File: config.mk
export PLATFORM = sky130hd
export DESIGN_NAME = rz_word_tx
export DESIGN_NICKNAME = d
export VERILOG_FILES = /design/src/rtl/rz_word_tx_pkg.sv /design/src/rtl/rz_baud_gen.sv /design/src/rtl/rz_half_loader.sv /design/src/rtl/rz_word_fifo.sv /design/src/rtl/rz_serializer.sv /design/src/rtl/rz_word_tx.sv
export SDC_FILE = /design/constraint.sdc
export NUM_CORES = 1
export LEC_CHECK = 0
export BUFFER_PORTS_ARGS = -buffer_cell sky130_fd_sc_hd__buf_2
export CAP_MARGIN = 20
export CORE_AREA = 2 2 153 185
export CTS_CLUSTER_DIAMETER = 30
export DETAILED_ROUTE_END_ITERATION = 8
export DIE_AREA = 0 0 155 187
export PLACE_DENSITY_LB_ADDON = 0.1
export SYNTH_ARGS = -nofsm -noshare
export SYNTH_HDL_FRONTEND = slang
export SYNTH_SLANG_ARGS = --single-unit
File: constraint.sdc
create_clock -name clk_i -period 4.45 [get_ports clk_i]
set_input_delay 0.445 -clock clk_i [delete_from_list [all_inputs] [get_ports clk_i]]
set_output_delay 0.445 -clock clk_i [all_outputs]
set_load 0.05 [all_outputs]
File: src/rtl/rz_word_tx_pkg.sv
package rz_word_tx_pkg;
  typedef enum logic [1:0] {
    ST_IDLE = 2'd0,
    ST_DATA = 2'd1,
    ST_GAP  = 2'd2
  } tx_state_e;
endpackage

File: src/rtl/rz_baud_gen.sv
module rz_baud_gen #(
  parameter int DIV_FAST = 10,
  parameter int DIV_SLOW = 80
) (
  input  logic clk_i,
  input  logic rst_ni,
  input  logic slow_i,
  output logic tick_o,
  output logic first_half_o
);
  localparam int CNT_W = $clog2(DIV_SLOW);
  localparam logic [CNT_W-1:0] LAST_F = CNT_W'(DIV_FAST - 1);
  localparam logic [CNT_W-1:0] LAST_S = CNT_W'(DIV_SLOW - 1);
  localparam logic [CNT_W-1:0] HALF_F = CNT_W'(DIV_FAST / 2);
  localparam logic [CNT_W-1:0] HALF_S = CNT_W'(DIV_SLOW / 2);

  logic [CNT_W-1:0] cnt_q;
  logic [CNT_W-1:0] last_sel, half_sel;

  assign last_sel     = slow_i ? LAST_S : LAST_F;
  assign half_sel     = slow_i ? HALF_S : HALF_F;
  // >= so a switch to the fast rate mid-period wraps at once
  assign tick_o       = (cnt_q >= last_sel);
  assign first_half_o = (cnt_q < half_sel);

  always_ff @(posedge clk_i or negedge rst_ni) begin
    if (!rst_ni)     cnt_q <= '0;
    else if (tick_o) cnt_q <= '0;
    else             cnt_q <= cnt_q + 1'b1;
  end


  tick_wrap_chk: assert property (@(posedge clk_i) disable iff (!rst_ni)
    tick_o |=> (cnt_q == '0));

  cnt_range_chk: assert property (@(posedge clk_i) disable iff (!rst_ni)
    (cnt_q <= LAST_S));
endmodule

File: src/rtl/rz_half_loader.sv
module rz_half_loader #(
  parameter int HALF_W = 16
) (
  input  logic                clk_i,
  input  logic                rst_ni,
  input  logic [HALF_W-1:0]   data_i,
  input  logic                load_lo_i,
  input  logic                load_hi_i,
  output logic                push_o,
  output logic [2*HALF_W-1:0] word_o
);
  logic [HALF_W-1:0] lo_q;
  logic              lo_vld_q;

  assign push_o = load_hi_i && lo_vld_q;
  assign word_o = {data_i, lo_q};

  always_ff @(posedge clk_i or negedge rst_ni) begin
    if (!rst_ni) begin
      lo_q     <= '0;
      lo_vld_q <= 1'b0;
    end else begin
      if (load_lo_i) begin
        lo_q     <= data_i;
        lo_vld_q <= 1'b1;
      end else if (load_hi_i) begin
        lo_vld_q <= 1'b0;
      end
    end
  end


  hi_consumes_lo_chk: assert property (@(posedge clk_i) disable iff (!rst_ni)
    (load_hi_i && !load_lo_i) |=> !push_o);
endmodule

File: src/rtl/rz_word_fifo.sv
module rz_word_fifo #(
  parameter int W     = 32,
  parameter int DEPTH = 8
) (
  input  logic         clk_i,
  input  logic         rst_ni,
  input  logic         push_i,
  input  logic [W-1:0] din_i,
  input  logic         pop_i,
  output logic [W-1:0] dout_o,
  output logic         empty_o,
  output logic         full_o
);
  localparam int PTR_W = (DEPTH > 1) ? $clog2(DEPTH) : 1;
  localparam int CNT_W = $clog2(DEPTH + 1);
  localparam logic [PTR_W-1:0] PTR_LAST = PTR_W'(DEPTH - 1);

  logic [W-1:0]     mem_q [DEPTH];
  logic [PTR_W-1:0] wr_q, rd_q;
  logic [CNT_W-1:0] cnt_q;
  logic             wr_en, rd_en;

  assign empty_o = (cnt_q == '0);
  assign full_o  = (cnt_q == CNT_W'(DEPTH));
  assign wr_en   = push_i && !full_o;
  assign rd_en   = pop_i && !empty_o;
  assign dout_o  = mem_q[rd_q];

  always_ff @(posedge clk_i) begin
    if (wr_en) mem_q[wr_q] <= din_i;
  end

  always_ff @(posedge clk_i or negedge rst_ni) begin
    if (!rst_ni) begin
      wr_q  <= '0;
      rd_q  <= '0;
      cnt_q <= '0;
    end else begin
      if (wr_en) wr_q <= (wr_q == PTR_LAST) ? '0 : wr_q + 1'b1;
      if (rd_en) rd_q <= (rd_q == PTR_LAST) ? '0 : rd_q + 1'b1;
      case ({wr_en, rd_en})
        2'b10:   cnt_q <= cnt_q + 1'b1;
        2'b01:   cnt_q <= cnt_q - 1'b1;
        default: cnt_q <= cnt_q;
      endcase
    end
  end


  no_overflow_chk: assert property (@(posedge clk_i) disable iff (!rst_ni)
    (full_o && push_i && !pop_i) |=> (full_o && $stable(wr_q)));

  depth_bound_chk: assert property (@(posedge clk_i) disable iff (!rst_ni)
    (cnt_q <= CNT_W'(DEPTH)));
endmodule

File: src/rtl/rz_serializer.sv
module rz_serializer
  import rz_word_tx_pkg::*;
#(
  parameter int W        = 32,
  parameter int GAP_BITS = 4
) (
  input  logic         clk_i,
  input  logic         rst_ni,
  input  logic         tick_i,
  input  logic         first_half_i,
  input  logic         tx_en_i,
  input  logic         parity_en_i,
  input  logic         empty_i,
  input  logic [W-1:0] word_i,
  output logic         pop_o,
  output logic         one_o,
  output logic         zero_o,
  output logic         idle_o
);
  localparam int IDX_W = $clog2(W);
  localparam int GAP_W = $clog2(GAP_BITS + 1);
  localparam logic [IDX_W-1:0] IDX_LAST = IDX_W'(W - 1);
  localparam logic [GAP_W-1:0] GAP_LAST = GAP_W'(GAP_BITS - 1);

  tx_state_e        state_q;
  logic [W-1:0]     sh_q;
  logic [IDX_W-1:0] idx_q;
  logic [GAP_W-1:0] gap_q;
  logic [W-1:0]     load_word;
  logic             at_boundary;

  assign load_word   = parity_en_i ? {~^word_i[W-2:0], word_i[W-2:0]} : word_i;
  assign at_boundary = (state_q == ST_IDLE) || (state_q == ST_GAP && gap_q == GAP_LAST);
  assign pop_o       = tick_i && tx_en_i && !empty_i && at_boundary;
  assign idle_o      = (state_q == ST_IDLE);
  assign one_o       = (state_q == ST_DATA) && sh_q[0] && first_half_i;
  assign zero_o      = (state_q == ST_DATA) && !sh_q[0] && first_half_i;

  always_ff @(posedge clk_i or negedge rst_ni) begin
    if (!rst_ni) begin
      state_q <= ST_IDLE;
      sh_q    <= '0;
      idx_q   <= '0;
      gap_q   <= '0;
    end else if (pop_o) begin
      state_q <= ST_DATA;
      sh_q    <= load_word;
      idx_q   <= '0;
    end else if (tick_i) begin
      case (state_q)
        ST_DATA: begin
          if (idx_q == IDX_LAST) begin
            state_q <= ST_GAP;
            gap_q   <= '0;
          end else begin
            sh_q  <= sh_q >> 1;
            idx_q <= idx_q + 1'b1;
          end
        end
        ST_GAP: begin
          if (gap_q == GAP_LAST) state_q <= ST_IDLE;
          else                   gap_q   <= gap_q + 1'b1;
        end
        default: state_q <= ST_IDLE;
      endcase
    end
  end


  hold_when_disabled_chk: assert property (@(posedge clk_i) disable iff (!rst_ni)
    (state_q == ST_IDLE && !tx_en_i) |=> (state_q == ST_IDLE));

  gap_length_chk: assert property (@(posedge clk_i) disable iff (!rst_ni)
    (state_q == ST_GAP && tick_i && gap_q != GAP_LAST) |=> (state_q == ST_GAP));

  lines_exclusive_chk: assert property (@(posedge clk_i) disable iff (!rst_ni)
    $onehot0({one_o, zero_o}));

  shift_hold_chk: assert property (@(posedge clk_i) disable iff (!rst_ni)
    (state_q == ST_DATA && !tick_i) |=> $stable(sh_q));
endmodule

File: src/rtl/rz_word_tx.sv
module rz_word_tx #(
  parameter int HALF_W   = 16,
  parameter int DEPTH    = 8,
  parameter int DIV_FAST = 10,
  parameter int DIV_SLOW = 80,
  parameter int GAP_BITS = 4
) (
  input  logic              clk_i,
  input  logic              rst_ni,
  input  logic [HALF_W-1:0] data_i,
  input  logic              load_lo_i,
  input  logic              load_hi_i,
  input  logic              tx_en_i,
  input  logic              rate_slow_i,
  input  logic              parity_en_i,
  output logic              ready_o,
  output logic              one_o,
  output logic              zero_o,
  output logic              bit_clk_o
);
  localparam int W = 2 * HALF_W;

  logic         tick, first_half, push, pop, empty, full, idle;
  logic [W-1:0] in_word, head_word;

  rz_baud_gen #(.DIV_FAST(DIV_FAST), .DIV_SLOW(DIV_SLOW)) u_baud (
    .clk_i(clk_i), .rst_ni(rst_ni), .slow_i(rate_slow_i),
    .tick_o(tick), .first_half_o(first_half)
  );

  rz_half_loader #(.HALF_W(HALF_W)) u_load (
    .clk_i(clk_i), .rst_ni(rst_ni), .data_i(data_i),
    .load_lo_i(load_lo_i), .load_hi_i(load_hi_i),
    .push_o(push), .word_o(in_word)
  );

  rz_word_fifo #(.W(W), .DEPTH(DEPTH)) u_fifo (
    .clk_i(clk_i), .rst_ni(rst_ni), .push_i(push), .din_i(in_word),
    .pop_i(pop), .dout_o(head_word), .empty_o(empty), .full_o(full)
  );

  rz_serializer #(.W(W), .GAP_BITS(GAP_BITS)) u_ser (
    .clk_i(clk_i), .rst_ni(rst_ni), .tick_i(tick), .first_half_i(first_half),
    .tx_en_i(tx_en_i), .parity_en_i(parity_en_i), .empty_i(empty),
    .word_i(head_word), .pop_o(pop), .one_o(one_o), .zero_o(zero_o),
    .idle_o(idle)
  );

  assign ready_o   = empty && idle;
  assign bit_clk_o = first_half;


  ready_drop_chk: assert property (@(posedge clk_i) disable iff (!rst_ni)
    (push && !full) |=> !ready_o);
endmodule

==> reports/qor.csv, run 1 <==
metric,value,unit
number of global-route vias before repair,7561,
critical path arrival,3930,ps
layout cells sized above 1,22.8,%
most frequent cells in the layout,"edfxtp_1 (256), dfrtp_1 (73), nand2_1 (64), clkbuf_16 (59), mux2i_1 (53)",
final worst path period share,78.4,%
largest family of logic cells by synthesized area,multiplexers,
WL met2,14900,um
VDD IR-drop max,0.626,mV
Layout fillers,2027,
worst reg-to-reg path cell count,14,
"most common cell after layout, fill and taps aside",edfxtp_1,
Synth Area in Compound Gates,4.52,%
RSZ-0062 raised after global routing,no,
Synth Register Bits,332,
syn nets,855,
DRC Markers,0,
crit path launch type,flop,
initial antenna violation count,0,
Area Overhead vs Synth,18.5,%
Total GRT Usage,20.8,%
leakage power,5.94,nW
Worst Hold Path EP,u_ser.sh_q[31],
DP HPWL,16700,um
Top Metal Used,met4,
synthesized cell area,0.0137,mm2
post-route ant nets,0,
Max-cap violations,0,
CP max FO,26,
Post-CTS Setup Inserts,0,
initial DRC count,459,
CTS tree,done,
WL/cell,22.8,um
Crit. End Element,flop,
final-stage net count,923,
Clock Pin Slew Worst Setup and Hold Paths,50,ps
synth unique cells,46,
pwr dens,758,mW/mm2
Post-Syn Instances,811,
"Avg Cell Area, Syn",16.9,um2
Post-Synth Adder-Cell Area,1.92,%
worst-skew pair later-pin latency,580,ps
Slew HR,39.4,%
WHS,139,ps
hold depth,3,
die area,0.0290,mm2
drt pass-1 iters,7,
chip width,155,um
pre-CTS WS,681,ps
M1 wire length,12300,um
R2R Path Start,u_baud.cnt_q[1],
Tightest Pin Transition,909,ps
Post-synth EDFFs,256,
CTS Buf Count,58,
fmax,0.287,GHz
Final WS setup,961,ps
Initial Utilization,49.9,%
I/O Buffers,26,
total power,0.0123,W
diodes inserted,0,
WP data required,4900,ps
Synth Area in Simple Gates,4.29,%
core area,0.0274,mm2
IO Pins,27,
status,"complete, no violations",
Fin Setup TNS,0,ps
# clock sinks,332,
total routed wirelength,29100,um
first-pass GRT wire length,45000,um
crit path time final,3490,ps
HP Start,parity_en_i,
largest net degree at the start of global routing,58,
Synth Warn #,0,
Root Driver,clkbuf_16,
area share of xor/xnor cells in the synthesized design,2.79,%
chip height,187,um
flop-to-flop setup slack,960,ps
final setup fails,0,
Finished Core Util,59.1,%
final hold violations,0,
Max Clock Skew,15.2,ps
Std-Cell Rows,67,
clk buf depth,3,
Synth Flop Type,edfxtp_1,
reg-to-reg critical path endpoint,u_fifo.cnt_q[2],
Post-synth ARST share,22.9,%
Min-Delay Path Class,input pin to flop,
DR WL met3,1240,um
Placer Congestion,0.785,
routed vias,7174,
Overflow after GRT,0,
Final Slew Violations,0,
kind of critical path,flop to flop,
post-synthesis mux area share,14.3,%
H-tree levels,2,
Via-to-Cell Ratio,5.63,
"Seq/Total Area, Yosys",70.2,%
==> area by class of cell <==
cell class	instances	area, um2	area share, %
tap	345	432	2.66
multi-input combinational	431	3860	23.8
clock inverter	45	487	3.00
inverter	11	41.3	0.255
timing repair buffer	45	290	1.79
clock buffer	65	1500	9.25
sequential	332	9590	59.2
==> synthesized netlist by cell type (3+ instances only) <==
cell	count	area, um2
buf_4	5	37.5
nand2_1	65	244
xor2_1	11	96.3
mux4_2	29	653
nor2_1	34	128
a21oi_1	37	185
buf_2	8	40.0
ha_1	21	263
buf_6	4	45.0
o22ai_1	13	81.3
clkbuf_1	14	52.6
inv_1	9	33.8
o21a_1	4	30.0
xnor3_1	3	67.6
mux2_2	28	315
nor2b_1	4	25.0
mux2i_1	53	531
nor3b_1	4	30.0
nand2b_1	4	25.0
buf_1	4	15.0
and3_1	4	25.0
a22oi_1	5	37.5
o21ai_0	40	200
nand3_1	6	30.0
dfrtp_1	76	1900
xnor2_1	23	201
nor3_1	5	25.0
edfxtp_1	256	7690
mux4_1	17	447
a21o_1	4	30.0
==> report_power, final <==
part / switching (W) / internal [W] / total (W)
Clock: 0.00152 / 0.00289 / 0.00442
Combinational: 0.00187 / 0.00180 / 0.00366
Sequential: 0.000370 / 0.00384 / 0.00421
Total: 0.00376 / 0.00853 / 0.0123
==> stage by stage <==
stage                     instance area (um2)  cells
after floorplan                         13700    811
after global placement                  14200   1163
after detailed placement                14200   1163
after CTS                               16200   1274
after global routing                    16200   1274
final                                   16200   1274
==> sequential cells by signal, summed over array words and instances (netlist names) <==
signal / count
u_fifo.mem_q: 256
u_load.lo_vld_q: 1
u_fifo.wr_q: 3
u_ser.sh_q: 32
u_fifo.rd_q: 3
u_ser.gap_q: 3
u_baud.cnt_q: 7
u_ser.idx_q: 5
u_ser.state_q: 2
u_fifo.cnt_q: 4
u_load.lo_q: 16
==> layer usage <==
metal  global-route usage [%]  vias to the layer above
li1                         -                     3278
met1                     27.7                     3703
met2                     35.2                      143
met3                     3.54                       50
met4                     6.13                        0
met5                        0                        -
==> worst max-delay path, stage by stage, from the launching register on <==
cell,delay (ps)
dfrtp_1,410
ha_1,290
a21o_1,180
a21o_1,170
a211o_1,300
a21o_1,270
nand2b_1,140
inv_2,260
ha_1,380
xor2_1,180
ha_1,200
a21oi_1,200
xor2_1,190
nor2_1,70
xor2_1,140
==> worst max-delay path by stage <==
stage / from / endpoint / slack (ps) / depth (start not counted)
2_1_floorplan: u_fifo.cnt_q[1] / u_fifo.mem_q[2][0] / 570 / 6
3_3_place_gp: rate_slow_i / u_fifo.cnt_q[2] / 800 / 16
3_5_place_dp: rate_slow_i / u_fifo.cnt_q[2] / 680 / 16
4_1_cts: u_baud.cnt_q[1] / u_fifo.cnt_q[2] / 940 / 14
5_1_grt: u_baud.cnt_q[1] / u_fifo.cnt_q[2] / 800 / 14
6_report: u_baud.cnt_q[1] / u_fifo.cnt_q[2] / 960 / 14
==> kinds of logic after synthesis <==
kind of cell,Yosys count
xor gates and xnor gates,38
DFF,332
and+or+nand+nor,134
AOI/OAI and AO/OA,110
buffers and inverters,48
adders and majority gates,21
muxes,128
==> repair_timing <==
item | CTS | global route
resized for setup | 0 | 0
hold endpoints to repair | 19 | 0
hold buffers | 1 | 0
Note: power is estimated with default switching activity, not from simulation.
==> run 2: changes to the inputs <==
==> constraint.sdc (replaced) <==
create_clock -name clk_i -period 3.3 [get_ports clk_i]
set_input_delay 0.33 -clock clk_i [delete_from_list [all_inputs] [get_ports clk_i]]
set_output_delay 0.33 -clock clk_i [all_outputs]
set_load 0.05 [all_outputs]
==> run 2 against run 1 <==
Largest cell class unchanged. Non-clock buffer count rose by 11. Sequential cell count unchanged. Critical path type unchanged. Sequential share of layout area down 0.42 points.
==> reports/qor.csv, run 2 (same netlist as run 1, synthesis figures left out) <==
metric,value,unit
Worst Setup SP,u_fifo.rd_q[1],
kind of critical path,flop to flop,
IO Pins,27,
Largest regs,"u_fifo.mem_q: 256 flops, u_ser.sh_q: 32 flops, u_load.lo_q: 16 flops",
Post-CTS Setup Inserts,0,
Final Slew Violations,0,
clk buf depth,3,
crit path launch type,flop,
final-stage net count,935,
CP max-delay cell,mux4_2,
max reg flops,256,
flop-to-flop setup slack,280,ps
placed instance area,0.0144,mm2
FF+latch area,0.00959,mm2
CTS tree,done,
I/O Buffers,26,
multi-input logic area,0.00387,mm2
layout cells sized above 1,23.7,%
first-pass GRT wire length,44800,um
largest net degree at the start of global routing,65,
# clock sinks,332,
Crit. End Element,flop,
most frequent cells in the layout,"edfxtp_1 (256), dfrtp_1 (73), nand2_1 (64), clkbuf_16 (59), mux2i_1 (53)",
critical path arrival,3520,ps
Biggest register,u_fifo.mem_q,
RSZ-0062 raised after global routing,no,
DRC Markers,0,
reg-to-reg critical path endpoint,u_ser.sh_q[31],
met3 GRT Util,3.92,%
"most common cell after layout, fill and taps aside",edfxtp_1,
CP dominant cell by count,xnor2_1,
Fin Setup TNS,0,ps
crit-path max cell delay,530,ps
Total GRT Usage,20.7,%
Std-Cell Rows,67,
WL/cell,22.6,um
chip height,187,um
final instance area,0.0163,mm2
Worst Setup EP,u_ser.sh_q[31],
total routed wirelength,28900,um
routed vias,7277,
CTS Buf Count,59,
Clock Pin Slew Worst Setup and Hold Paths,50,ps
CP max FO,14,
fmax,0.331,GHz
Finished Core Util,59.5,%
Overflow after GRT,0,
status,"complete, no violations",
number of global-route vias before repair,7506,
Max-cap violations,0,
H-tree levels,2,
chip width,155,um
Max Clock Skew,34.0,ps
Min-Delay Path Class,input pin to flop,
worst-skew pair later-pin latency,570,ps
grt met2 use,34.7,%
Root Driver,clkbuf_16,
Layout fillers,2041,
final setup fails,0,
Via-to-Cell Ratio,5.68,
diodes inserted,0,
GRT Max-Usage Layer,met2,
VDD IR-drop max,0.738,mV
final worst path period share,91.5,%
Tightest Pin Transition,971,ps
critical path cell sequence,buf_4 > mux4_2 > mux2i_1 > xor2_1 > xnor2_1 > xnor2_1 > xnor2_1 > xnor3_1 > o21ai_1,
worst reg-to-reg path cell count,9,
DP HPWL,16700,um
leakage power,6.01,nW
met1 Use GR,27.8,%
Area Overhead vs Synth,19.4,%
R2R Path Start,u_fifo.rd_q[1],
core area,0.0274,mm2
initial antenna violation count,0,
WP data required,3800,ps
initial DRC count,486,
crit path time final,3020,ps
drt pass-1 iters,5,
die area,0.0290,mm2
Placer Congestion,0.789,
Initial Utilization,49.9,%
final hold violations,0,
post-route ant nets,0,
HP Start,parity_en_i,
pwr dens,1020,mW/mm2
Slew HR,35.2,%
run 2: changes by cell type in the layout (fill, tap and decap cells not counted), sizes merged:
cell,change
clkinv,-12
buf,+11
inv,+7
clkbuf,+6
bufinv,-2
clkinvlp,-2
run 2: worst min-delay path by stage:
stage | end | slack [ps] | depth (start not counted)
final | u_ser.sh_q[31] | 30 | 3
after global routing | u_ser.sh_q[31] | 30 | 3
after CTS | u_fifo.mem_q[3][23] | 20 | 1
after detailed placement | u_ser.sh_q[10] | 460 | 2
after global placement | u_load.lo_vld_q | 450 | 1
after floorplan | u_baud.cnt_q[0] | 30 | 0
run 2: metal layers:
layer | vias to the layer above | wire (um)
met3 | 46 | 1460
met4 | 0 | 623
met2 | 183 | 14600
met5 | - | 0
met1 | 3742 | 12200
li1 | 3306 | -
run 2: through the flow:
| step | worst slack, ps | cells | power (W) | hold WS (ps) |
|---|---|---|---|---|
| 6_report | 281 | 1282 | 0.0166 | 31.5 |
| 5_1_grt | 89.1 | 1282 | 0.0174 | 27.5 |
| 4_1_cts | 224 | 1282 | 0.0168 | 20.6 |
| 3_5_place_dp | 97.8 | 1174 | 0.0109 | 456 |
| 3_3_place_gp | 181 | 1174 | 0.0108 | 450 |
| 2_1_floorplan | -577 | 811 | 0.00954 | 34.4 |
run 2: worst max-delay path, delay by kind of cell (launching register included):
| kind | cells | cell delay, ps |
|---|---|---|
| AO/OA/AOI/OAI | 1 | 140 |
| XOR/XNOR | 5 | 1060 |
| buffers and inverters | 1 | 330 |
| flip-flops | 1 | 510 |
| multiplexers | 2 | 910 |
run 2: layout make-up:
type | instances | share of cell area (%)
clock buffer | 71 | 9.51
clock inverter | 36 | 2.42
inverter | 11 | 0.253
multi-input combinational | 431 | 23.7
sequential | 332 | 58.8
tap | 345 | 2.65
timing repair buffer | 56 | 2.67
run 2: what timing repair did:
item                                    in CTS  in global routing
hold endpoints to repair                    63                  0
gates resized for setup                      0                  0
endpoints found under the setup margin       0                  0
hold buffers                                 1                  0
run 2: where the power goes:
group	internal [W]	total, W	switching [W]	leakage [nW]
Combinational	0.00258	0.00517	0.00258	1.78
Clock	0.00382	0.00583	0.00201	0.938
Sequential	0.00518	0.00562	0.000444	3.29
==> run 3: changes to the inputs <==
--- a/config.mk
+++ b/config.mk
@@ -12,6 +12,7 @@
 export DETAILED_ROUTE_END_ITERATION = 8
 export DIE_AREA = 0 0 155 187
 export PLACE_DENSITY_LB_ADDON = 0.1
+export REMOVE_ABC_BUFFERS = 1
 export SYNTH_ARGS = -nofsm -noshare
 export SYNTH_HDL_FRONTEND = slang
 export SYNTH_SLANG_ARGS = --single-unit
==> run 3 against run 2 <==
Power is 0.63% lower. First-iteration DRC count is 14% lower. Sequential cell count did not move. Clock skew down 13 ps. Hold slack gained 5.4 ps. Critical path depth is the same. Register-to-register slack is essentially flat. Fmax down 0.19%. Combinational power about the same. Via count fell by 1.0%. Sequential share of layout area about the same. Critical path type unchanged. Largest cell class unchanged.
==> reports/qor.csv, run 3 (same netlist as run 1, synthesis figures left out) <==
metric,value,unit
core area,0.0274,mm2
WL/cell,21.9,um
Placed Cells,1177,
number of global-route vias before repair,7668,
Root Driver,clkbuf_16,
Final Slew Violations,0,
CP max FO,21,
H-tree levels,2,
largest net degree at the start of global routing,68,
kind of critical path,flop to flop,
drt pass-1 iters,4,
Via-to-Cell Ratio,5.62,
Clock Pin Slew Worst Setup and Hold Paths,50,ps
Slew HR,49.0,%
clk buf depth,3,
first-pass GRT wire length,43800,um
Layout fillers,2041,
chip width,155,um
Std-Cell Rows,67,
total routed wirelength,28100,um
CTS Buf Count,55,
flop-to-flop setup slack,280,ps
Placer Congestion,0.791,
final hold violations,0,
I/O Buffers,26,
"most common cell after layout, fill and taps aside",edfxtp_1,
# clock sinks,332,
DP HPWL,16600,um
status,"complete, no violations",
VDD IR-drop max,0.615,mV
Max-cap violations,0,
Total GRT Usage,20.1,%
final-stage net count,934,
RSZ-0062 raised after global routing,no,
crit path launch type,flop,
initial antenna violation count,0,
max reg flops,256,
Overflow after GRT,0,
pre-CTS WS,138,ps
most frequent cells in the layout,"edfxtp_1 (256), dfrtp_1 (73), nand2_1 (64), clkbuf_16 (56), mux2i_1 (53)",
critical path arrival,3510,ps
Biggest register,u_fifo.mem_q,
fmax,0.331,GHz
initial DRC count,419,
Min-Delay Path Class,input pin to flop,
pwr dens,1010,mW/mm2
leakage power,6.02,nW
Finished Core Util,59.5,%
routed vias,7203,
CTS tree,done,
worst-skew pair later-pin latency,560,ps
crit path time final,3020,ps
final worst path period share,91.7,%
diodes inserted,0,
Tightest Pin Transition,764,ps
Max Clock Skew,20.8,ps
IO Pins,27,
Post-CTS Setup Inserts,0,
WP data required,3790,ps
Initial Utilization,49.9,%
DRC Markers,0,
die area,0.0290,mm2
final setup fails,0,
Final WS setup,275,ps
Area Overhead vs Synth,19.3,%
chip height,187,um
Crit. End Element,flop,
post-route ant nets,0,
layout cells sized above 1,25.0,%
Largest regs,"u_fifo.mem_q: 256 flops, u_ser.sh_q: 32 flops, u_load.lo_q: 16 flops",
"non-filler cells, final",1282,
-- run 3: cell count changes in the layout (fill, tap and decap cells not counted), moves of 2 or more --
cell,delta
clkbuf_1,-8
clkinv_1,-5
inv_8,+5
buf_4,+3
clkbuf_16,-3
clkinv_4,+3
inv_6,+3
clkinv_2,+2
clkinv_8,+2
-- run 3: path summary, 6_finish.rpt --
path | depth (start not counted) | startpoint | endpoint
setup / recovery | 9 | u_fifo.rd_q[1] | u_ser.sh_q[31]
hold / removal | 3 | parity_en_i | u_ser.sh_q[31]
setup reg to reg | 9 | u_fifo.rd_q[1] | u_ser.sh_q[31]
hold reg to reg | 1 | u_load.lo_vld_q | u_load.lo_vld_q
max in group asynchronous | 3 | rst_ni | u_fifo.rd_q[0]
min in group asynchronous | 2 | rst_ni | u_fifo.wr_q[1]
-- run 3: cell type report --
type	count	area, um2	area share [%]
tap	345	432	2.65
clock inverter	45	495	3.04
clock buffer	59	1430	8.78
inverter	11	41.3	0.253
multi-input combinational	431	3860	23.6
sequential	332	9590	58.8
timing repair buffer	59	458	2.81
-- run 3: report_power, final --
part	switching, W	internal, W	leakage (nW)
sequential	0.000436	0.00517	3.29
combinational	0.00260	0.00256	1.78
clock	0.00211	0.00364	0.945
total	0.00515	0.0114	6.02
-- run 3: repair_timing --
action | CTS | global route
endpoints found under the hold margin | 49 | 0
resized for setup | 0 | 0
hold buffers | 1 | 0
-- run 3: routing by layer --
| layer | GRT usage (%) | share of wire (%) |
|---|---|---|
| met1 | 26.1 | 42 |
| met2 | 35.2 | 53 |
| met3 | 3.17 | 3.7 |
| met5 | 0 | 0 |
| met4 | 5.70 | 1.5 |
-- run 3: metrics by stage --
stage | cell area [um2] | total power [W] | hold slack [ps] | setup TNS [ps]
after floorplan | 13400 | 0.00937 | 34.4 | -75440
after global placement | 14400 | 0.0107 | 433 | 0
after detailed placement | 14400 | 0.0109 | 458 | 0
after CTS | 16300 | 0.0167 | 8.61 | 0
after global routing | 16300 | 0.0173 | 27.8 | 0
final | 16300 | 0.0165 | 36.8 | 0
-- run 3: worst max-delay path: stages (launching register included) --
cell,delay [ps]
dfrtp_2,590
buf_12,240
mux4_2,530
mux2i_1,370
xor2_1,240
xnor2_1,170
xnor2_1,110
xnor2_1,280
xnor3_1,280
o21ai_1,130
